===== src/rtl/dma_trig_pkg.sv =====
// Package: shared field positions and write-action codes for the DMA
// trigger router. Assumes wr_data is wide enough to hold the control
// fields (2 + trigger-index width bits).
package dma_trig_pkg;

    localparam int CTRL_EN_BIT    = 0;
    localparam int CTRL_CHAIN_BIT = 1;
    localparam int CTRL_TSEL_LSB  = 2;

    typedef enum logic [1:0] {
        WR_CTRL = 2'd0,
        WR_SIZE = 2'd1,
        WR_CLR  = 2'd2,
        WR_NONE = 2'd3
    } wr_sel_e;

endpackage


===== src/rtl/dma_trig_sync.sv =====
// Module: two-flop synchroniser for the asynchronous request lines.
// Shared by all channels, so each line is synchronised once. Assumes the
// lines are held high for at least two clock cycles.
module dma_trig_sync #(
    parameter int WIDTH = 8
) (
    input  logic             clk,
    input  logic             rst_n,
    input  logic [WIDTH-1:0] async_i,
    output logic [WIDTH-1:0] sync_o
);

    logic [WIDTH-1:0] meta_q;

    // Two-stage capture of the raw lines
    always_ff @(posedge clk) begin
        if (!rst_n) begin
            meta_q <= '0;
            sync_o <= '0;
        end else begin
            meta_q <= async_i;
            sync_o <= meta_q;
        end
    end

endmodule


===== src/rtl/dma_trig_channel.sv =====
// Module: one DMA channel's trigger selection, edge detection, request
// handshake, transfer counter and completion/chain logic.
// Assumes synchronised trigger levels, a chain input that is a single-cycle
// pulse, and that SIZE_W >= TSEL_W + 2.
module dma_trig_channel
    import dma_trig_pkg::*;
#(
    parameter int NUM_TRIG = 8,
    parameter int TSEL_W   = 3,
    parameter int SIZE_W   = 8
) (
    input  logic                clk,
    input  logic                rst_n,
    input  logic                ctrl_wr,
    input  logic                size_wr,
    input  logic                clr_wr,
    input  logic [SIZE_W-1:0]   wr_data,
    input  logic [NUM_TRIG-1:0] trig_lvl_i,
    input  logic                chain_i,
    output logic                xfer_req_o,
    input  logic                xfer_done_i,
    output logic                done_o,
    output logic                chain_o
);

    logic              en_q;
    logic              chain_en_q;
    logic [TSEL_W-1:0] tsel_q;
    logic [SIZE_W-1:0] count_q;
    logic              prev_q;

    logic [TSEL_W-1:0] new_tsel;
    logic              new_lvl;
    logic              sel_lvl;
    logic              ext_edge;
    logic              fire;
    logic              handshake;
    logic              last_xfer;
    logic              zero_done;
    logic              complete;
    logic              arm_wr;
    logic              disarm_wr;

    // Decode of the trigger path and completion conditions
    always_comb begin
        new_tsel  = wr_data[CTRL_TSEL_LSB +: TSEL_W];
        new_lvl   = trig_lvl_i[new_tsel];
        sel_lvl   = trig_lvl_i[tsel_q];
        ext_edge  = sel_lvl & ~prev_q;
        fire      = en_q & ~xfer_req_o & (count_q != '0) & (chain_i | ext_edge);
        handshake = xfer_req_o & xfer_done_i;
        last_xfer = handshake & (count_q == SIZE_W'(1));
        zero_done = en_q & ~xfer_req_o & (count_q == '0);
        complete  = last_xfer | zero_done;
        arm_wr    = ctrl_wr & ~en_q & wr_data[CTRL_EN_BIT];
        disarm_wr = ctrl_wr & ~wr_data[CTRL_EN_BIT];
    end

    // Edge history: reloaded on arming so a standing level is not an edge
    always_ff @(posedge clk) begin
        if (!rst_n) begin
            prev_q <= 1'b0;
        end else if (arm_wr) begin
            prev_q <= new_lvl;
        end else begin
            prev_q <= sel_lvl;
        end
    end

    // Control fields: trigger index locked while enabled, completion disarms
    always_ff @(posedge clk) begin
        if (!rst_n) begin
            en_q       <= 1'b0;
            chain_en_q <= 1'b0;
            tsel_q     <= '0;
        end else begin
            if (ctrl_wr) begin
                en_q       <= wr_data[CTRL_EN_BIT];
                chain_en_q <= wr_data[CTRL_CHAIN_BIT];
                if (!en_q) begin
                    tsel_q <= new_tsel;
                end
            end
            if (complete) begin
                en_q <= 1'b0;
            end
        end
    end

    // Transfer counter: loaded only while disabled, decremented per handshake
    always_ff @(posedge clk) begin
        if (!rst_n) begin
            count_q <= '0;
        end else if (size_wr && !en_q) begin
            count_q <= wr_data;
        end else if (handshake) begin
            count_q <= count_q - SIZE_W'(1);
        end
    end

    // Request: one per accepted trigger, held until the done handshake
    always_ff @(posedge clk) begin
        if (!rst_n) begin
            xfer_req_o <= 1'b0;
        end else if (disarm_wr || handshake) begin
            xfer_req_o <= 1'b0;
        end else if (fire) begin
            xfer_req_o <= 1'b1;
        end
    end

    // Completion flag (set beats clear) and single-cycle chain pulse
    always_ff @(posedge clk) begin
        if (!rst_n) begin
            done_o  <= 1'b0;
            chain_o <= 1'b0;
        end else begin
            chain_o <= complete & chain_en_q;
            if (complete) begin
                done_o <= 1'b1;
            end else if (clr_wr) begin
                done_o <= 1'b0;
            end
        end
    end

    AST_TSEL_LOCKED: assert property (@(posedge clk) disable iff (!rst_n)
        en_q |=> $stable(tsel_q));

    AST_REQ_HELD: assert property (@(posedge clk) disable iff (!rst_n)
        xfer_req_o && !xfer_done_i && !disarm_wr |=> xfer_req_o);

    AST_COUNT_ONLY_ON_HANDSHAKE: assert property (@(posedge clk) disable iff (!rst_n)
        en_q && !handshake |=> $stable(count_q));

    AST_LAST_XFER_COMPLETES: assert property (@(posedge clk) disable iff (!rst_n)
        last_xfer |=> !en_q && done_o && !xfer_req_o);

    AST_ZERO_COUNT_NO_REQ: assert property (@(posedge clk) disable iff (!rst_n)
        en_q && (count_q == '0) |-> !xfer_req_o);

    AST_CHAIN_SINGLE: assert property (@(posedge clk) disable iff (!rst_n)
        chain_o |=> !chain_o);

    AST_SET_BEATS_CLEAR: assert property (@(posedge clk) disable iff (!rst_n)
        complete && clr_wr |=> done_o);

endmodule


===== src/rtl/dma_trig_router.sv =====
// Module: top of the DMA trigger router. Decodes the register write port,
// synchronises the request lines once, and links each channel's chain
// output into the next-higher channel. Assumes SIZE_W >= $clog2(NUM_TRIG)+2.
module dma_trig_router
    import dma_trig_pkg::*;
#(
    parameter int NUM_CH   = 4,
    parameter int NUM_TRIG = 8,
    parameter int SIZE_W   = 8,
    localparam int CH_W    = (NUM_CH > 1) ? $clog2(NUM_CH) : 1,
    localparam int TSEL_W  = (NUM_TRIG > 1) ? $clog2(NUM_TRIG) : 1
) (
    input  logic                clk,
    input  logic                rst_n,
    input  logic                wr_en,
    input  logic [CH_W-1:0]     wr_ch,
    input  logic [1:0]          wr_sel,
    input  logic [SIZE_W-1:0]   wr_data,
    input  logic [NUM_TRIG-1:0] trig_i,
    output logic [NUM_CH-1:0]   xfer_req_o,
    input  logic [NUM_CH-1:0]   xfer_done_i,
    output logic [NUM_CH-1:0]   done_o
);

    logic [NUM_TRIG-1:0] trig_sync;
    logic [NUM_CH-1:0]   chain_out;
    logic [NUM_CH-1:0]   chain_in;

    dma_trig_sync #(
        .WIDTH (NUM_TRIG)
    ) sync_i (
        .clk     (clk),
        .rst_n   (rst_n),
        .async_i (trig_i),
        .sync_o  (trig_sync)
    );

    for (genvar i = 0; i < NUM_CH; i++) begin : g_ch
        logic sel_me;

        // Chain link: channel 0 has none, others listen to the one below
        if (i == 0) begin : g_first
            assign chain_in[i] = 1'b0;
        end else begin : g_next
            assign chain_in[i] = chain_out[i-1];
        end

        assign sel_me = wr_en && (wr_ch == CH_W'(i));

        dma_trig_channel #(
            .NUM_TRIG (NUM_TRIG),
            .TSEL_W   (TSEL_W),
            .SIZE_W   (SIZE_W)
        ) ch_i (
            .clk         (clk),
            .rst_n       (rst_n),
            .ctrl_wr     (sel_me && (wr_sel == WR_CTRL)),
            .size_wr     (sel_me && (wr_sel == WR_SIZE)),
            .clr_wr      (sel_me && (wr_sel == WR_CLR)),
            .wr_data     (wr_data),
            .trig_lvl_i  (trig_sync),
            .chain_i     (chain_in[i]),
            .xfer_req_o  (xfer_req_o[i]),
            .xfer_done_i (xfer_done_i[i]),
            .done_o      (done_o[i]),
            .chain_o     (chain_out[i])
        );

        AST_CHAIN_AFTER_DONE: assert property (@(posedge clk) disable iff (!rst_n)
            chain_out[i] |-> done_o[i]);
    end

endmodule


===== config.mk =====
export PLATFORM = sky130hd
export DESIGN_NAME = dma_trig_router
export DESIGN_NICKNAME = d
export VERILOG_FILES = /design/src/rtl/dma_trig_pkg.sv /design/src/rtl/dma_trig_sync.sv /design/src/rtl/dma_trig_channel.sv /design/src/rtl/dma_trig_router.sv
export SDC_FILE = /design/constraint.sdc
export NUM_CORES = 1
export LEC_CHECK = 0
export CORE_ASPECT_RATIO = 2
export CORE_MARGIN = 8
export CORE_UTILIZATION = 58
export CTS_CLUSTER_SIZE = 8
export DETAILED_ROUTE_END_ITERATION = 12
export PLACE_DENSITY = 0.8
export SLEW_MARGIN = 20
export SYNTH_ARGS = -nofsm -noshare
export SYNTH_HDL_FRONTEND = slang
export SYNTH_HIERARCHICAL = 1
export SYNTH_SLANG_ARGS = --single-unit

===== constraint.sdc =====
create_clock -name clk -period 2 [get_ports clk]
set_clock_uncertainty 0.05 [all_clocks]
set_input_delay 0.6 -clock clk [delete_from_list [all_inputs] [get_ports clk]]
set_output_delay 0.6 -clock clk [all_outputs]
set_load 0.05 [all_outputs]

==> reports/qor.txt, run 1 <==
Die width - 77.0 µm
# diodes - 0
Chip Height - 138 µm
Slowest cell on crit path - or3b_4
Htree depth - 3
Worst Hold End - sync_i/sync_o[4]$_SDFF_PN0_
Worst skew pair latency - 340 ps
Num rows - 44
Reg-to-reg slack, setup - 140 ps
Least-Margin Pin Slew - 551 ps
Placed cell count - 590
Slew headroom - 62.8%
Vias - 3581
Root Buffer - clkbuf_16
Area Growth Syn to Fin - 27.9%
Syn Std Cell Area - 4320 µm²
First-pass GRT wire length - 17800 µm
Outcome - finished, final reports clean
Slew Limit Fails - 0
DP Wirelength - 7850 µm
CTS clk-pin slew, worst paths - 60 ps
Post-route setup TNS - 0 ps
Vias in the first global route - 3773
Reg-to-Reg End - g_ch[1].ch_i/xfer_req_o$_SDFFE_PP0P_
Worst path max stage delay - 440 ps
Core Box Area - 7270 µm²
CTS Buffer Depth - 2
Syn nets - 474
Leakage power figure - 2.29 nW
Grt total ovfl - 0
RSZ-0062 raised after global routing - no
GRT busiest layer - met2
Max-capacitance violation count - 0
Hold crit path type - flop to flop
Final core occ - 76.0%
DR vias/cell - 5.87
Global Route Usage Sum - 20.6%
DR pass1 iterations - 4
Worst setup SP type - input pin
Pwr Total - 3.74 mW
Crit path max fanout - 5
Critical Path Source - wr_sel[0]
CP bufs+invs - 1
GRT met1 Usage - 19.8%
Initial drt markers - 233
Input/output buffers - 34
Layout cells sized above 1 - 26.1%
Tightest hold margin - 384 ps
Met2 GRT Util - 38.6%
Pwr dens - 677 nW/µm²
# clock sinks - 82
YS warnings - 6
Crit-path cells - dlygate4sd2_1 -> or3b_4 -> nor3_4 -> nand3b_1 -> mux2_4 -> nor2_1
Initial core utilization - 59.4%
Die area - 10600 µm²
Hold path depth - 1
Crit path DAT - 2120 ps
F_max - 528 MHz
Fillers - 513
Worst EP required - 2220 ps
Final Cycle Share - 94.6%
Nets - 552
Hold path start - sync_i/meta_q[4]$_SDFF_PN0_
# IOs - 35
Placer Congestion - 0.856
Peak VDD IR - 0.000675 V
Final Hold Fails - 0
Kind of critical path - input pin to flop
Pin count of the biggest net entering global routing - 24
Met3 global-route usage - 4.61%
Cell family with most CP delay - simple AND/OR/NAND/NOR gates
Initial antenna violation count - 0
Avg Cell Area, Syn - 9.93 µm²
Register-to-Register Path Depth - 4
Post-CTS Hold Fix Bufs - 0
CTS tree - done
Min Clock Period, post-route - 1890 ps
R2R Path Start - g_ch[1].ch_i/count_q[2]$_SDFFE_PN0P_
Routed wire length - 10800 µm
Setup violators final - 0
Synth Instances - 435
Post-Layout Cell Count - 610
Routed WL per cell - 17.6 µm
Kind of end point of the critical path - flop
Post-route DRC - 0
Routed Antenna Nets - 0
Number of clock buffers inserted by TritonCTS - 9
worst max-delay path by stage:
stage	slack [ps]	end	depth (start not counted)
2_1_floorplan	110	g_ch[2].ch_i/prev_q$_SDFF_PN0_	5
3_3_place_gp	-410	g_ch[0].ch_i/tsel_q[2]$_SDFFE_PN0N_	6
3_5_place_dp	-500	g_ch[0].ch_i/tsel_q[0]$_SDFFE_PN0N_	6
4_1_cts	20	g_ch[1].ch_i/xfer_req_o$_SDFFE_PP0P_	8
5_1_grt	30	g_ch[0].ch_i/prev_q$_SDFF_PN0_	6
6_report	110	g_ch[0].ch_i/prev_q$_SDFF_PN0_	6
where the power goes:
part	switching [mW]	internal [mW]	total, mW
combinational	0.175	0.199	0.374
clock	0.684	0.974	1.66
sequential	0.0381	1.67	1.71
total	0.897	2.84	3.74
per-layer routing:
metal  wire (µm)  up-vias
met5           0        -
li1            -     1705
met2        6090       87
met3         470       23
met4         280        0
met1        3920     1766
worst reg2reg max path, stage by stage, from the launching register on:
cell and delay (ps):
dfxtp_1 360, or4_4 590, o41ai_1 490, or4_4 230, nand2_1 40
area by class of cell:
cell class	count	area [µm²]	area share, %
Inverter	24	90.1	1.63
Sequential cell	82	1640	29.7
Clock inverter	7	78.8	1.43
Clock buffer	9	225	4.08
Tap cell	92	115	2.08
Multi-Input combinational cell	316	2580	46.7
Timing Repair Buffer	80	791	14.3
timing repair:
| action | CTS | global route |
|---|---|---|
| setup buffers | 3 | 0 |
| endpoints found under the setup margin | 25 | 9 |
| cloned | 1 | 0 |
| pin swaps | 3 | 1 |
| gates resized for setup | 9 | 7 |
sequential cells by signal (all words and copies together) (netlist names):
signal                count
g_ch.ch_i/chain_o         3
g_ch.ch_i/count_q        32
g_ch.ch_i/tsel_q         12
sync_i/meta_q             8
g_ch.ch_i/prev_q          4
g_ch.ch_i/chain_en_q      3
g_ch.ch_i/done_o          4
g_ch.ch_i/en_q            4
sync_i/sync_o             8
g_ch.ch_i/xfer_req_o      4
metrics by stage:
stage	worst slack [ps]	cell area [µm²]
after floorplan	114	4320
after global routing	29.9	5520
after detailed placement	-499	5110
after CTS	19.9	5490
after global placement	-413	5110
final	107	5520
layout by cell type, fill, tap and decap left out, types with 4 or more instances in the layout:
master,n
and2_2,12
a21oi_1,16
nor3_1,17
or4_4,5
or3_1,4
and2_1,4
nand2_2,4
buf_12,8
clkdlybuf4s50_1,20
buf_4,45
xor2_1,4
o31a_1,4
xnor2_1,24
nand2b_1,11
o21ai_0,4
nor4_4,4
nand3b_1,10
mux2i_1,39
dlygate4sd2_1,4
a211oi_2,4
clkbuf_16,9
mux4_2,16
nand2_1,5
inv_1,24
or2_2,4
o41ai_1,4
o21ai_1,8
nor2_1,55
a2111oi_2,4
nand4_1,4
a211oi_1,8
ha_1,12
dfxtp_1,82
nand3_1,11
Note: power is estimated with default switching activity, not from simulation.
==> run 2, diff against run 1 <==
SETUP_SLACK_MARGIN = 0.1   (was not set)
==> run 2 against run 1 <==
  * Register-to-register slack improved by 40 ps
  * Sequential power about the same
  * Sequential share of layout area decreased by 0.27 points
  * Wire length increased by 1.6%
  * Via count increased by 1.8%
  * Critical path depth increased by 1
  * Maximum frequency increased by 2.7%
  * Utilization increased by 0.69 points
==> reports/qor.txt, run 2 (synthesis gave the netlist of run 1 again) <==
Outcome - finished, final reports clean (unchanged)
Comb pwr share - 10.2% (was 10.0%)
Largest regs - g_ch.ch_i/count_q x32, g_ch.ch_i/tsel_q x12 (unchanged)
Chip Height - 138 µm (unchanged)
Least-Margin Pin Slew - 518 ps (was 551 ps)
Number of clock buffers inserted by TritonCTS - 9 (unchanged)
DP Wirelength - 7850 µm (unchanged)
Setup violators final - 0 (unchanged)
DR vias/cell - 5.93 (was 5.87)
Reg power frac - 45.6% (was 45.7%)
Clk network pwr share - 44.2% (was 44.3%)
Pwr Total - 3.75 mW (was 3.74 mW)
Vias - 3644 (was 3581)
CTS Buffer Depth - 2 (unchanged)
Placer Congestion - 0.856 (unchanged)
Fillers - 508 (was 513)
First-pass GRT wire length - 17800 µm (about the same)
Die width - 77.0 µm (unchanged)
Hold path depth - 1 (unchanged)
Crit path DAT - 2000 ps (was 2120 ps)
Slew headroom - 65.0% (was 62.8%)
Post-route DRC - 0 (unchanged)
Input/output buffers - 34 (unchanged)
F_max - 542 MHz (was 528 MHz)
Internal power - 2.85 mW (was 2.84 mW)
Crit path max fanout - 5 (unchanged)
Area Growth Syn to Fin - 29.1% (was 27.9%)
Worst Hold End - sync_i/sync_o[4]$_SDFF_PN0_ (unchanged)
Grt total ovfl - 0 (unchanged)
# diodes - 0 (unchanged)
Post-route setup TNS - 0 ps (unchanged)
R2R Path Start - g_ch[1].ch_i/count_q[2]$_SDFFE_PN0P_ (unchanged)
Reg area - 1640 µm² (unchanged)
Final Cell Area - 5570 µm² (was 5520 µm²)
Commonest non-fill, non-tap cell in the layout - dfxtp_1 (unchanged)
Reg-to-Reg End - g_ch[1].ch_i/xfer_req_o$_SDFFE_PP0P_ (unchanged)
Global Route Usage Sum - 20.6% (about the same)
Slew Limit Fails - 0 (unchanged)
Htree depth - 3 (unchanged)
Register-to-Register Path Depth - 4 (unchanged)
Multi-input gate area - 2590 µm² (was 2580 µm²)
Nets - 557 (was 552)
Hold crit path type - flop to flop (unchanged)
Routed wire length - 10900 µm (was 10800 µm)
DR pass1 iterations - 5 (was 4)
CTS tree - done (unchanged)
Layout cells sized above 1 - 27.2% (was 26.1%)
Num rows - 44 (unchanged)
Register bank with the most flops - g_ch.ch_i/count_q (unchanged)
Vias in the first global route - 3796 (was 3773)
Min Clock Period, post-route - 1840 ps (was 1890 ps)
Max reg flops - 32 (unchanged)
# clock sinks - 82 (unchanged)
Max-capacitance violation count - 0 (unchanged)
Hold path start - sync_i/meta_q[4]$_SDFF_PN0_ (unchanged)
Routed Antenna Nets - 0 (unchanged)
# IOs - 35 (unchanged)
Core Box Area - 7270 µm² (unchanged)
Setup ws final - 157 ps (was 107 ps)
DP Area - 5110 µm² (unchanged)
Root Buffer - clkbuf_16 (unchanged)
Initial drt markers - 302 (was 233)
Final Cycle Share - 92.2% (was 94.6%)
Tightest hold margin - 383 ps (was 384 ps)
Die area - 10600 µm² (unchanged)
Final Hold Fails - 0 (unchanged)
Leakage power figure - 2.31 nW (was 2.29 nW)
Routed WL per cell - 17.8 µm (was 17.6 µm)
RSZ-0062 raised after global routing - yes (was no)
Worst EP required - 2160 ps (was 2220 ps)
Initial antenna violation count - 0 (unchanged)
Initial core utilization - 59.4% (unchanged)
Worst setup SP type - input pin (unchanged)
Pin count of the biggest net entering global routing - 24 (unchanged)
Peak VDD IR - 0.000680 V (was 0.000675 V)
Most frequent cells in the layout - dfxtp_1 (82), nor2_1 (54), buf_4 (47) (was dfxtp_1 (82), nor2_1 (55), buf_4 (45))
CTS clk-pin slew, worst paths - 60 ps (about the same)
Place WS - -499 ps (unchanged)
Switch Pwr - 898 µW (was 897 µW)
Reg-to-reg slack, setup - 180 ps (was 140 ps)
Kind of critical path - input pin to flop (unchanged)
Worst skew pair latency - 340 ps (about the same)
Pwr dens - 672 nW/µm² (was 677 nW/µm²)
Post-CTS Hold Fix Bufs - 0 (unchanged)
Sw Ratio - 24.0% (about the same)
Kind of end point of the critical path - flop (unchanged)
==> run 2: cell count changes in the layout (fill, tap and decap cells not counted), moves of 2 or more <==
| cell | change |
|---|---|
| buf_4 | +2 |
| buf_6 | +2 |
| clkdlybuf4s15_1 | +4 |
| dlygate4sd2_1 | -2 |
==> run 2: per-layer routing <==
layer | share of wire, % | track usage [%] | wire (µm)
met4 | 4.2 | 11.7 | 461
met3 | 4.8 | 4.68 | 528
met2 | 55 | 38.7 | 6030
met5 | 0 | 0 | 0
met1 | 36 | 19.7 | 3910
==> run 2: worst max-delay path by stage <==
stage	cells after the start	endpoint	slack, ps	from
5_1_grt	5	g_ch[0].ch_i/count_q[5]$_SDFFE_PN0P_	90	rst_n
3_5_place_dp	6	g_ch[0].ch_i/tsel_q[0]$_SDFFE_PN0N_	-500	wr_en
4_1_cts	6	g_ch[0].ch_i/prev_q$_SDFF_PN0_	90	wr_sel[0]
2_1_floorplan	5	g_ch[2].ch_i/prev_q$_SDFF_PN0_	110	wr_sel[1]
3_3_place_gp	6	g_ch[0].ch_i/tsel_q[2]$_SDFFE_PN0N_	-410	wr_en
6_report	7	g_ch[0].ch_i/tsel_q[2]$_SDFFE_PN0N_	160	wr_sel[1]
==> run 2: metrics by stage <==
stage,utilization [%],std cells
2_1_floorplan,-,435
6_report,76.7,615
3_3_place_gp,70.4,590
4_1_cts,75.6,610
5_1_grt,76.7,615
3_5_place_dp,70.4,590
==> run 2: power by group through the flow <==
stage | Sequential [mW] | Combinational, mW | Clock [mW]
finish | 1.71 | 0.382 | 1.66
global route | 1.71 | 0.409 | 1.75
CTS | 1.71 | 0.368 | 1.68
detailed placement | 1.74 | 0.352 | 0
global placement | 1.74 | 0.341 | 0
floorplan | 1.74 | 0.169 | 0
==> run 2: worst max-delay path: stages <==
cell and delay [ps]:
clkdlybuf4s15_1 190, or3b_4 440, nor3_4 120, buf_4 180, nand2b_1 150, mux2i_1 230, nor2_1 80
==> run 2: area by class of cell <==
type                    count  area share [%]
inverters                  24            1.62
clock buffers               9            4.04
flip-flops and latches     82            29.5
multi-input cells         316            46.5
clock inverters             7            1.41
repair buffers             85            15.0
well taps                  92            2.07
==> run 2: repair_timing <==
item / 4_1_cts / 5_1_grt
buffers inserted: 3 / 4
pin swaps: 4 / 4
setup endpoints to repair: 25 / 16
gates resized for setup: 12 / 13
cloned: 1 / 1
==> run 3, diff against run 2 <==
CORE_UTILIZATION = 60   (was 58)
PLACE_DENSITY = 0.82   (was 0.8)
clock period = 2.2 ns   (was 2 ns; I/O delays follow)
==> run 3 against run 2 <==
  * Final area is 4.3% lower
  * Worst hold slack worse by 2.5 ps
  * Sequential share of layout area is 1.3 points higher
  * Global-route usage is 0.33 points lower
  * Utilization is 1.6 points lower
  * Largest cell class unchanged
==> reports/qor.txt, run 3 (synthesis gave the netlist of run 1 again) <==
Outcome - finished, final reports clean (unchanged)
Area Growth Syn to Fin - 23.5% (was 29.1%)
# IOs - 35 (unchanged)
Routed Antenna Nets - 0 (unchanged)
Placer Congestion - 0.799 (was 0.856)
Register bank with the most flops - g_ch.ch_i/count_q (unchanged)
Global Route Usage Sum - 20.3% (was 20.6%)
Reg-to-reg slack, setup - 520 ps (was 180 ps)
Leakage power figure - 2.20 nW (was 2.31 nW)
CTS Buffer Depth - 2 (unchanged)
Max reg flops - 32 (unchanged)
Input/output buffers - 34 (unchanged)
Largest regs - g_ch.ch_i/count_q x32, g_ch.ch_i/tsel_q x12 (unchanged)
Pin count of the biggest net entering global routing - 16 (was 24)
Htree depth - 3 (unchanged)
Routed WL per cell - 17.5 µm (was 17.8 µm)
Least-Margin Pin Slew - 550 ps (was 518 ps)
# clock sinks - 82 (unchanged)
RSZ-0062 raised after global routing - no (was yes)
Vias - 3520 (was 3644)
Tightest hold margin - 381 ps (was 383 ps)
Pwr dens - 621 nW/µm² (was 672 nW/µm²)
Post-CTS Hold Fix Bufs - 0 (unchanged)
Initial core utilization - 60.8% (was 59.4%)
Final Hold Fails - 0 (unchanged)
DP Wirelength - 7090 µm (was 7850 µm)
Hold path start - sync_i/meta_q[1]$_SDFF_PN0_ (was sync_i/meta_q[4]$_SDFF_PN0_)
Initial antenna violation count - 0 (unchanged)
Die width - 76.0 µm (was 77.0 µm)
Min Clock Period, post-route - 2010 ps
Layout cells sized above 1 - 22.4% (was 27.2%)
Setup violators final - 0 (unchanged)
CTS clk-pin slew, worst paths - 60 ps (about the same)
CTS tree - done (unchanged)
Routed wire length - 10400 µm (was 10900 µm)
Slew headroom - 63.2% (was 65.0%)
DP Area - 5000 µm² (was 5110 µm²)
Worst skew pair latency - 340 ps (about the same)
# diodes - 0 (unchanged)
Vias in the first global route - 3520 (was 3796)
Peak VDD IR - 0.000747 V (was 0.000680 V)
F_max - 496 MHz
First-pass GRT wire length - 16700 µm (was 17800 µm)
Final core occ - 75.1% (was 76.7%)
Final Cell Area - 5330 µm² (was 5570 µm²)
Core Box Area - 7100 µm² (was 7270 µm²)
Chip Height - 136 µm (was 138 µm)
Post-route DRC - 0 (unchanged)
Most frequent cells in the layout - dfxtp_1 (82), nor2_1 (55), mux2i_1 (38) (was dfxtp_1 (82), nor2_1 (54), buf_4 (47))
Crit-path cells - dlygate4sd2_1 -> or3b_4 -> nor3_2 -> buf_4 -> nand3b_1 -> mux2_4 -> nor2_1 (was clkdlybuf4s15_1 -> or3b_4 -> nor3_4 -> buf_4 -> nand2b_1 -> mux2i_1 -> nor2_1)
Initial drt markers - 231 (was 302)
Crit path max fanout - 4 (was 5)
Hold crit path type - flop to flop (unchanged)
Worst Hold End - sync_i/sync_o[1]$_SDFF_PN0_ (was sync_i/sync_o[4]$_SDFF_PN0_)
Max-capacitance violation count - 0 (unchanged)
Setup ws final - 185 ps (was 157 ps)
R2R Path Start - g_ch[1].ch_i/count_q[2]$_SDFFE_PN0P_ (unchanged)
Slowest cell on crit path - or3b_4 (unchanged)
Grt total ovfl - 0 (unchanged)
DR vias/cell - 5.90 (was 5.93)
Commonest non-fill, non-tap cell in the layout - dfxtp_1 (unchanged)
Slew Limit Fails - 0 (unchanged)
Worst path max stage delay - 440 ps (about the same)
Worst setup SP type - input pin (unchanged)
Crit path DAT - 2240 ps (was 2000 ps)
Worst EP required - 2420 ps (was 2160 ps)
Nets - 541 (was 557)
Register-to-Register Path Depth - 4 (unchanged)
Root Buffer - clkbuf_16 (unchanged)
Reg-to-Reg End - g_ch[1].ch_i/xfer_req_o$_SDFFE_PP0P_ (unchanged)
Kind of critical path - input pin to flop (unchanged)
Num rows - 44 (unchanged)
Kind of end point of the critical path - flop (unchanged)
Die area - 10300 µm² (was 10600 µm²)
Fillers - 507 (was 508)
Number of clock buffers inserted by TritonCTS - 9 (unchanged)
Final Cycle Share - 91.6%
Hold path depth - 1 (unchanged)
Place WS - -421 ps (was -499 ps)
DR pass1 iterations - 5 (unchanged)
run 3: changes by cell type in the layout (fill, tap and decap cells not counted), sizes merged, moves of 2 or more:
cell | before | now
buf | 58 | 40
clkbuf | 9 | 12
clkdlybuf4s15 | 4 | 0
clkinvlp | 3 | 1
dlygate4sd2 | 2 | 5
dlymetal6s2s | 1 | 3
run 3: timing repair:
item                       CTS  global route
resized for setup            9             3
pin swaps                    2             0
cloned                       0             1
buffers inserted             2             0
setup endpoints to repair   16             6
run 3: worst max path at each step:
stage	from	endpoint	slack [ps]	cells past startpoint
floorplan	wr_sel[1]	g_ch[2].ch_i/prev_q$_SDFF_PN0_	250	5
global placement	wr_en	g_ch[2].ch_i/en_q$_SDFFE_PP0P_	-260	6
detailed placement	wr_en	g_ch[2].ch_i/tsel_q[0]$_SDFFE_PN0N_	-420	6
CTS	wr_data[3]	g_ch[0].ch_i/prev_q$_SDFF_PN0_	100	6
global route	wr_sel[0]	g_ch[0].ch_i/prev_q$_SDFF_PN0_	110	7
finish	wr_sel[0]	g_ch[0].ch_i/prev_q$_SDFF_PN0_	190	7
run 3: cell type report:
| class | count | area, µm² | area share [%] |
|---|---|---|---|
| flip-flops and latches | 82 | 1640 | 30.8 |
| repair buffers | 69 | 669 | 12.5 |
| multi-input cells | 316 | 2540 | 47.7 |
| clock buffers | 11 | 233 | 4.36 |
| inverters | 24 | 90.1 | 1.69 |
| clock inverters | 3 | 42.5 | 0.798 |
| well taps | 92 | 115 | 2.16 |
run 3: stage by stage:
step | power, mW | std cells | setup TNS, ps
floorplan | 1.73 | 435 | 0
global placement | 1.89 | 580 | -6460
detailed placement | 1.90 | 580 | -9230
CTS | 3.33 | 596 | 0
global route | 3.41 | 597 | 0
finish | 3.31 | 597 | 0
run 3: worst max-delay path: cells and delay by family:
| family | cells | cell delay [ps] |
|---|---|---|
| buffers and inverters | 2 | 410 |
| and+or+nand+nor | 4 | 830 |
| muxes | 1 | 330 |
run 3: routing by layer:
metal  wire length [µm]  track usage (%)  vias to the layer above
met1               4130             22.7                     1699
li1                   -                -                     1675
met4                507             15.3                        0
met2               5230             32.9                      112
met3                584             4.70                       34
met5                  0                0                        -
run 3: power by group:
group          internal (mW)  switching (mW)
logic                  0.173           0.158
registers               1.52          0.0333
clock network          0.864           0.564
